<file path="src/rtl/csel_pkg.sv">
package csel_pkg;
  typedef enum logic [1:0] {ST_IDLE, ST_ACT, ST_ERR, ST_DONE} cyc_st_e;

  localparam int unsigned WORD_W    = 32;
  localparam int unsigned FC_W      = 4;
  localparam int unsigned TC_W      = 4;
  localparam int unsigned PS_W      = 2;
  localparam int unsigned VALID_BIT = 0;
  localparam int unsigned WREN_BIT  = 2;
  localparam int unsigned FC_LSB    = 7;
  localparam int unsigned TC_LSB    = 0;
  localparam int unsigned PS_LSB    = 4;
  localparam logic [WORD_W-1:0] ADR_CMP_MASK = 32'h0FFF_F800;
  localparam logic [FC_W-1:0]   FC_CPU_SPACE = 4'b0111;
endpackage

</file>
<file path="src/rtl/csel_regs.sv">
module csel_regs
  import csel_pkg::*;
#(
  parameter int unsigned NBANK = 8,
  localparam int unsigned BSEL_W = $clog2(NBANK),
  localparam int unsigned RA_W = BSEL_W + 1
) (
  input  logic                           clk_i,
  input  logic                           rst_ni,
  input  logic                           we_i,
  input  logic [RA_W-1:0]                addr_i,
  input  logic [WORD_W-1:0]              wdata_i,
  output logic [NBANK-1:0][WORD_W-1:0]   base_o,
  output logic [NBANK-1:0][WORD_W-1:0]   opt_o
);
  for (genvar b = 0; b < NBANK; b++) begin : g_bank
    logic hit_bank;
    assign hit_bank = we_i && (addr_i[BSEL_W-1:0] == BSEL_W'(b));

    always_ff @(posedge clk_i or negedge rst_ni) begin
      if (!rst_ni) begin
        base_o[b] <= '0;
        opt_o[b]  <= '0;
      end else if (hit_bank) begin
        if (addr_i[RA_W-1]) opt_o[b]  <= wdata_i;
        else                base_o[b] <= wdata_i;
      end
    end
  end

  // a write leaves the base word of every other bank as it was
  for (genvar b = 0; b < NBANK; b++) begin : g_chk
    AST_OTHER_BANK_KEPT: assert property (@(posedge clk_i) disable iff (!rst_ni)
      (we_i && addr_i[BSEL_W-1:0] != BSEL_W'(b)) |=> $stable(base_o[b]));
  end
endmodule

</file>
<file path="src/rtl/csel_match.sv">
module csel_match
  import csel_pkg::*;
#(
  parameter int unsigned NBANK = 8
) (
  input  logic [NBANK-1:0][WORD_W-1:0] base_i,
  input  logic [NBANK-1:0][WORD_W-1:0] opt_i,
  input  logic [WORD_W-1:0]            addr_i,
  input  logic [FC_W-1:0]              fc_i,
  input  logic                         rw_i,
  output logic [NBANK-1:0]             hit_o
);
  logic cpu_space;
  assign cpu_space = (fc_i == FC_CPU_SPACE);

  for (genvar b = 0; b < NBANK; b++) begin : g_cmp
    logic adr_ok, fc_ok, acc_ok;
    assign adr_ok = ((addr_i ^ base_i[b]) & opt_i[b] & ADR_CMP_MASK) == '0;
    assign fc_ok  = ((fc_i ^ base_i[b][FC_LSB +: FC_W]) & opt_i[b][FC_LSB +: FC_W]) == '0;
    assign acc_ok = rw_i || base_i[b][WREN_BIT];
    assign hit_o[b] = base_i[b][VALID_BIT] && adr_ok && fc_ok && acc_ok && !cpu_space;
  end
endmodule

</file>
<file path="src/rtl/csel_cycle.sv">
module csel_cycle
  import csel_pkg::*;
#(
  parameter int unsigned NBANK = 8
) (
  input  logic             clk_i,
  input  logic             rst_ni,
  input  logic             as_i,
  input  logic [NBANK-1:0] sel_i,
  input  logic [PS_W-1:0]  ps_i,
  input  logic [TC_W-1:0]  code_i,
  output logic [NBANK-1:0] cs_no,
  output logic [PS_W-1:0]  port_size_o,
  output logic             ta_o,
  output logic             nomatch_o
);
  cyc_st_e          st_q;
  logic [NBANK-1:0] sel_q;
  logic [PS_W-1:0]  ps_q;
  logic [TC_W-1:0]  cnt_q;
  logic [TC_W-1:0]  waits;

  // offset-by-one code, saturating at zero
  assign waits = (code_i == '0) ? '0 : code_i - TC_W'(1);

  always_ff @(posedge clk_i or negedge rst_ni) begin
    if (!rst_ni) begin
      st_q  <= ST_IDLE;
      sel_q <= '0;
      ps_q  <= '0;
      cnt_q <= '0;
    end else begin
      unique case (st_q)
        ST_IDLE: if (as_i) begin
          if (sel_i != '0) begin
            st_q  <= ST_ACT;
            sel_q <= sel_i;
            ps_q  <= ps_i;
            cnt_q <= waits;
          end else begin
            st_q <= ST_ERR;
          end
        end
        ST_ACT:  if (cnt_q == '0) st_q <= ST_DONE;
                 else cnt_q <= cnt_q - TC_W'(1);
        ST_ERR:  st_q <= ST_DONE;
        ST_DONE: if (!as_i) st_q <= ST_IDLE;
        default: st_q <= ST_IDLE;
      endcase
    end
  end

  assign cs_no       = (st_q == ST_ACT) ? ~sel_q : '1;
  assign port_size_o = (st_q == ST_ACT) ? ps_q : '0;
  assign ta_o        = (st_q == ST_ACT) && (cnt_q == '0);
  assign nomatch_o   = (st_q == ST_ERR);

  AST_TA_ONE_CYCLE: assert property (@(posedge clk_i) disable iff (!rst_ni)
    ta_o |=> !ta_o);
  AST_TA_UNDER_CS: assert property (@(posedge clk_i) disable iff (!rst_ni)
    ta_o |-> (cs_no != '1));
  AST_CS_RELEASE: assert property (@(posedge clk_i) disable iff (!rst_ni)
    ta_o |=> (cs_no == '1));
  AST_NOMATCH_PULSE: assert property (@(posedge clk_i) disable iff (!rst_ni)
    nomatch_o |=> !nomatch_o);
  AST_NOMATCH_QUIET: assert property (@(posedge clk_i) disable iff (!rst_ni)
    nomatch_o |-> (cs_no == '1 && !ta_o));
endmodule

</file>
<file path="src/rtl/csel_unit.sv">
module csel_unit
  import csel_pkg::*;
#(
  parameter int unsigned NBANK = 8,
  localparam int unsigned RA_W = $clog2(NBANK) + 1
) (
  input  logic              clk_i,
  input  logic              rst_ni,
  input  logic              reg_we_i,
  input  logic [RA_W-1:0]   reg_addr_i,
  input  logic [31:0]       reg_wdata_i,
  input  logic              as_i,
  input  logic [31:0]       addr_i,
  input  logic [3:0]        fc_i,
  input  logic              rw_i,
  output logic [NBANK-1:0]  cs_no,
  output logic [1:0]        port_size_o,
  output logic              ta_o,
  output logic              nomatch_o
);
  logic [NBANK-1:0][WORD_W-1:0] base_w, opt_w;
  logic [NBANK-1:0]             hit_w, sel_oh;
  logic [PS_W-1:0]              sel_ps;
  logic [TC_W-1:0]              sel_code;

  csel_regs #(.NBANK(NBANK)) u_regs (
    .clk_i(clk_i), .rst_ni(rst_ni), .we_i(reg_we_i), .addr_i(reg_addr_i),
    .wdata_i(reg_wdata_i), .base_o(base_w), .opt_o(opt_w)
  );

  csel_match #(.NBANK(NBANK)) u_match (
    .base_i(base_w), .opt_i(opt_w), .addr_i(addr_i), .fc_i(fc_i), .rw_i(rw_i),
    .hit_o(hit_w)
  );

  // lowest-numbered hit wins
  always_comb begin
    sel_oh   = '0;
    sel_ps   = '0;
    sel_code = '0;
    for (int b = NBANK - 1; b >= 0; b--) begin
      if (hit_w[b]) begin
        sel_oh   = '0;
        sel_oh[b] = 1'b1;
        sel_ps   = opt_w[b][PS_LSB +: PS_W];
        sel_code = opt_w[b][TC_LSB +: TC_W];
      end
    end
  end

  csel_cycle #(.NBANK(NBANK)) u_cycle (
    .clk_i(clk_i), .rst_ni(rst_ni), .as_i(as_i), .sel_i(sel_oh),
    .ps_i(sel_ps), .code_i(sel_code), .cs_no(cs_no),
    .port_size_o(port_size_o), .ta_o(ta_o), .nomatch_o(nomatch_o)
  );

  AST_ONE_CS: assert property (@(posedge clk_i) disable iff (!rst_ni)
    $onehot0(~cs_no));
  AST_CPU_SPACE_NO_CS: assert property (@(posedge clk_i) disable iff (!rst_ni)
    ($rose(as_i) && fc_i == FC_CPU_SPACE) |=> (cs_no == '1));
  AST_PS_IDLE_ZERO: assert property (@(posedge clk_i) disable iff (!rst_ni)
    (cs_no == '1) |-> (port_size_o == '0));
endmodule

</file>
<file path="config.mk">
export PLATFORM = sky130hd
export DESIGN_NAME = csel_unit
export DESIGN_NICKNAME = d
export VERILOG_FILES = /design/src/rtl/csel_pkg.sv /design/src/rtl/csel_regs.sv /design/src/rtl/csel_match.sv /design/src/rtl/csel_cycle.sv /design/src/rtl/csel_unit.sv
export SDC_FILE = /design/constraint.sdc
export NUM_CORES = 1
export LEC_CHECK = 0
export CAP_MARGIN = 20
export CORE_ASPECT_RATIO = 0.9
export CORE_MARGIN = 2
export CORE_UTILIZATION = 39
export CTS_CLUSTER_DIAMETER = 100
export DETAILED_ROUTE_END_ITERATION = 7
export GPL_TIMING_DRIVEN = 1
export SLEW_MARGIN = 20
export SYNTH_ARGS = -nofsm -noshare
export SYNTH_HDL_FRONTEND = slang
export SYNTH_HIERARCHICAL = 1
export SYNTH_SLANG_ARGS = --single-unit
</file>
<file path="constraint.sdc">
create_clock -name clk_i -period 3.4 [get_ports clk_i]
set_input_delay 0.34 -clock clk_i [delete_from_list [all_inputs] [get_ports clk_i]]
set_output_delay 0.34 -clock clk_i [all_outputs]
set_load 0.01 [all_outputs]
</file>
==> impl_results.html, run 1 <==
<table>
<tr><th>Metric</th><th>Value</th></tr>
<tr><th colspan="2">Run status</th></tr>
<tr><td>Result of the run</td><td>finished, final reports clean</td></tr>
<tr><th colspan="2">Cells and area</th></tr>
<tr><td>Layout overhead on the synthesized area</td><td>20.0%</td></tr>
<tr><td>Final instance area</td><td>22900 µm²</td></tr>
<tr><td>Fillers</td><td>4212</td></tr>
<tr><td>Number of nets at the end of the flow</td><td>1611</td></tr>
<tr><td>Combined flip-flop and latch cell area</td><td>10400 µm²</td></tr>
<tr><td>Count of inserted antenna diode cells</td><td>0</td></tr>
<tr><td>Fraction of final layout cells sized beyond drive strength 1</td><td>43.0%</td></tr>
<tr><td>Multi-input combinational cell area</td><td>8240 µm²</td></tr>
<tr><th colspan="2">Floorplan</th></tr>
<tr><td>Area of the core</td><td>48000 µm²</td></tr>
<tr><td>I/O pin count</td><td>89</td></tr>
<tr><td>Initial standard-cell utilization of the core</td><td>39.7%</td></tr>
<tr><td>Height of the die</td><td>214 µm</td></tr>
<tr><td>Die span in x</td><td>237 µm</td></tr>
<tr><td>Num rows</td><td>76</td></tr>
<tr><td>Total Die Area</td><td>50700 µm²</td></tr>
<tr><th colspan="2">GRT</th></tr>
<tr><td>Total grt overflow</td><td>0</td></tr>
<tr><td>Global-route met2 utilization</td><td>29.7%</td></tr>
<tr><td>Global-route met1 utilization</td><td>30.6%</td></tr>
<tr><td>Overall Global Routing Usage</td><td>20.0%</td></tr>
<tr><td>Largest net degree at the start of global routing</td><td>94</td></tr>
<tr><td>Met3 Usage GRT</td><td>3.46%</td></tr>
<tr><td>Most congested layer reported by global routing</td><td>met1</td></tr>
<tr><td>First-pass GRT wire length</td><td>75900 µm</td></tr>
<tr><td>Via count of the first global-routing pass</td><td>12.1k</td></tr>
<tr><td>Number of antenna violations at the first check in global routing</td><td>1</td></tr>
<tr><th colspan="2">Timing</th></tr>
<tr><td>Highest Clock Rate</td><td>305 MHz</td></tr>
<tr><td>Final-report max-slew violation count</td><td>0</td></tr>
<tr><td>Final clock skew</td><td>16.1 ps</td></tr>
<tr><td>Shortest period the worst path allows</td><td>3280 ps</td></tr>
<tr><td>Final setup slack of the worst path</td><td>121 ps</td></tr>
<tr><td>Final sum of negative setup slack</td><td>0 ps</td></tr>
<tr><td>Relative max-transition margin</td><td>40.5%</td></tr>
<tr><td>Actual slew at the worst max-slew pin</td><td>890 ps</td></tr>
<tr><td>Ratio of final minimum period to clock period</td><td>96.4%</td></tr>
<tr><td>Worst hold-check slack</td><td>348 ps</td></tr>
<tr><td>Hold Fails Final Rpt</td><td>0</td></tr>
<tr><td>Final setup vio count</td><td>0</td></tr>
<tr><th colspan="2">Yosys</th></tr>
<tr><td>Average footprint of a synthesized cell</td><td>13.7 µm²</td></tr>
<tr><td>Cells after Synth</td><td>1393</td></tr>
<tr><td>Number of nets produced by synthesis</td><td>1476</td></tr>
<tr><td>Synthesized area</td><td>19100 µm²</td></tr>
<tr><td>Count of warnings emitted by yosys</td><td>6</td></tr>
<tr><th colspan="2">Setup path</th></tr>
<tr><td>Startpoint-to-endpoint class of the critical path</td><td>flip-flop to flip-flop</td></tr>
<tr><td>Worst setup EP type</td><td>flip-flop</td></tr>
<tr><td>Top fanout value on the critical path</td><td>6</td></tr>
<tr><td>Worst endpoint required time</td><td>3880 ps</td></tr>
<tr><td>Worst Setup Start Kind</td><td>flip-flop</td></tr>
<tr><td>R2r worst-path depth</td><td>14</td></tr>
<tr><td>Critical Path AT</td><td>3760 ps</td></tr>
<tr><th colspan="2">Clock tree</th></tr>
<tr><td>Clk pin slew, worst setup/hold paths</td><td>60 ps</td></tr>
<tr><td>CTS tree</td><td>built</td></tr>
<tr><td>Number of buffers inserted during clock tree synthesis</td><td>47</td></tr>
<tr><td>Clock Tree Buf Depth</td><td>3</td></tr>
<tr><td>Clock root cell</td><td>sky130_fd_sc_hd__clkbuf_16</td></tr>
<tr><td>Sinks on Clock Net</td><td>416</td></tr>
<tr><td>Depth of the CTS H-tree</td><td>2</td></tr>
<tr><td>Clock latency at the later pin of the worst-skew pair</td><td>570 ps</td></tr>
<tr><th colspan="2">Placement</th></tr>
<tr><td>GPL Wtd Cong</td><td>0.824</td></tr>
<tr><td>Placed instance area</td><td>21100 µm²</td></tr>
<tr><td>Worst setup timing slack at the placement stage</td><td>-644 ps</td></tr>
<tr><td>Quantity of I/O buffers inserted on ports</td><td>68</td></tr>
<tr><td>Detailed-placement wirelength estimate</td><td>32900 µm</td></tr>
<tr><th colspan="2">Power</th></tr>
<tr><td>Power per cell area</td><td>664 nW/µm²</td></tr>
<tr><td>P_leak</td><td>0.0101 µW</td></tr>
<tr><td>Design Power</td><td>15200 µW</td></tr>
<tr><td>Peak supply drop</td><td>0.284 mV</td></tr>
<tr><th colspan="2">Routing</th></tr>
<tr><td>Initial drt markers</td><td>764</td></tr>
<tr><td>Count of unresolved DRC violations after routing</td><td>0</td></tr>
<tr><td>Routed wirelength normalized by instance count</td><td>22.5 µm</td></tr>
<tr><td>Pre-antenna DRT Iters</td><td>5</td></tr>
<tr><td>Via count</td><td>11.6k</td></tr>
<tr><td>Average vias per placed instance</td><td>5.33</td></tr>
<tr><td>Post-route antenna net violation count</td><td>0</td></tr>
<tr><td>Overall routed net length</td><td>49100 µm</td></tr>
<tr><th colspan="2">Run</th></tr>
<tr><td>Max-Cap Viols</td><td>0</td></tr>
<tr><th colspan="2">Min path</th></tr>
<tr><td>HP Class</td><td>input pin to async pin</td></tr>
</table>
==> layout by cell type (no fill, tap or decap), types with 3 or more instances in the layout <==
| master | count |
|---|---|
| sky130_fd_sc_hd__a211oi_2 | 8 |
| sky130_fd_sc_hd__a21oi_1 | 5 |
| sky130_fd_sc_hd__a221oi_1 | 9 |
| sky130_fd_sc_hd__a221oi_2 | 12 |
| sky130_fd_sc_hd__a22o_1 | 14 |
| sky130_fd_sc_hd__a22oi_1 | 55 |
| sky130_fd_sc_hd__and2_1 | 4 |
| sky130_fd_sc_hd__buf_12 | 15 |
| sky130_fd_sc_hd__buf_4 | 110 |
| sky130_fd_sc_hd__bufinv_16 | 3 |
| sky130_fd_sc_hd__clkbuf_1 | 7 |
| sky130_fd_sc_hd__clkbuf_16 | 47 |
| sky130_fd_sc_hd__clkbuf_8 | 13 |
| sky130_fd_sc_hd__clkdlybuf4s50_1 | 65 |
| sky130_fd_sc_hd__clkinv_2 | 8 |
| sky130_fd_sc_hd__dfrtp_1 | 415 |
| sky130_fd_sc_hd__ha_1 | 6 |
| sky130_fd_sc_hd__inv_1 | 11 |
| sky130_fd_sc_hd__mux2_1 | 4 |
| sky130_fd_sc_hd__mux2_2 | 399 |
| sky130_fd_sc_hd__nand2_1 | 40 |
| sky130_fd_sc_hd__nand3_1 | 22 |
| sky130_fd_sc_hd__nand3b_1 | 4 |
| sky130_fd_sc_hd__nor2_1 | 9 |
| sky130_fd_sc_hd__nor2_2 | 6 |
| sky130_fd_sc_hd__nor2_4 | 5 |
| sky130_fd_sc_hd__nor3_2 | 7 |
| sky130_fd_sc_hd__o211ai_1 | 6 |
| sky130_fd_sc_hd__o21ai_0 | 13 |
| sky130_fd_sc_hd__o221a_2 | 5 |
| sky130_fd_sc_hd__o221ai_1 | 6 |
| sky130_fd_sc_hd__or3_1 | 4 |
| sky130_fd_sc_hd__xor2_1 | 167 |
==> final cells by class <==
type,count,area share [%]
Sequential cell,416,45.5
Multi-Input combinational cell,856,36.0
Timing Repair Buffer,196,8.07
Clock buffer,67,6.04
Tap cell,624,3.41
Clock inverter,15,0.722
Inverter,11,0.181
==> registers in the layout, indices dropped and copies added (netlist names) <==
name	count
u_cycle/cnt_q	4
u_regs/opt_o	216
u_regs/base_o	184
u_cycle/ps_q	2
u_cycle/st_q	2
u_cycle/sel_q	8
==> layer usage <==
metal / vias up / part of all wire (%)
met5: - / 0
met4: 0 / 1.4
met3: 45 / 4.1
met2: 195 / 43
met1: 6170 / 51
li1: 5234 / -
==> report_power, final <==
group	internal, µW	switching (µW)
clock network	3040	2010
logic	1790	1510
registers	6120	703
total	11000	4220
==> metrics by stage <==
step                      utilization (%)  std cells
after floorplan                         -       1393
after global placement               44.0       2098
after detailed placement             44.0       2098
after CTS                            47.3       2181
after global routing                 47.6       2185
final                                47.6       2185
==> worst paths after layout <==
| check | from | to | slack [ps] |
|---|---|---|---|
| max | u_regs/base_o[10]$_DFFE_PN0P_ | u_cycle/cnt_q[1]$_DFFE_PN0P_ | 120 |
| min | rst_ni | u_regs/base_o[82]$_DFFE_PN0P_ | 350 |
| max in group asynchronous | rst_ni | u_regs/base_o[56]$_DFFE_PN0P_ | 2080 |
| max reg2reg | u_regs/base_o[10]$_DFFE_PN0P_ | u_cycle/cnt_q[1]$_DFFE_PN0P_ | 120 |
| min reg2reg | u_cycle/sel_q[1]$_DFFE_PN0P_ | u_cycle/sel_q[1]$_DFFE_PN0P_ | 470 |
| min in group clk_i | u_cycle/sel_q[1]$_DFFE_PN0P_ | u_cycle/sel_q[1]$_DFFE_PN0P_ | 470 |
==> critical path, stage by stage, from the launching register on <==
cell	delay [ps]
sky130_fd_sc_hd__dfrtp_1	380
sky130_fd_sc_hd__xor2_1	150
sky130_fd_sc_hd__a22o_1	260
sky130_fd_sc_hd__a221oi_2	180
sky130_fd_sc_hd__buf_4	190
sky130_fd_sc_hd__nand3_1	150
sky130_fd_sc_hd__nor3_2	220
sky130_fd_sc_hd__buf_4	190
sky130_fd_sc_hd__nor2_2	70
sky130_fd_sc_hd__nand2_2	120
sky130_fd_sc_hd__nor3b_2	60
sky130_fd_sc_hd__or4_4	570
sky130_fd_sc_hd__o21a_4	270
sky130_fd_sc_hd__o21ai_4	190
sky130_fd_sc_hd__mux2i_1	200
==> what timing repair did <==
item	CTS	global route
resized for setup	3	27
hold buffers	1	0
pin swaps	0	6
setup endpoints to repair	4	7
setup buffers	0	4
hold endpoints to repair	67	0
gates cloned	0	0
No activity file was read; power rests on OpenSTA's default activity.
==> run 2, diff against run 1 <==
HOLD_SLACK_MARGIN = 0.06   (was unset)
==> results of run 2 <==
The final DEF is identical to that of run 1; final timing and power are the same.
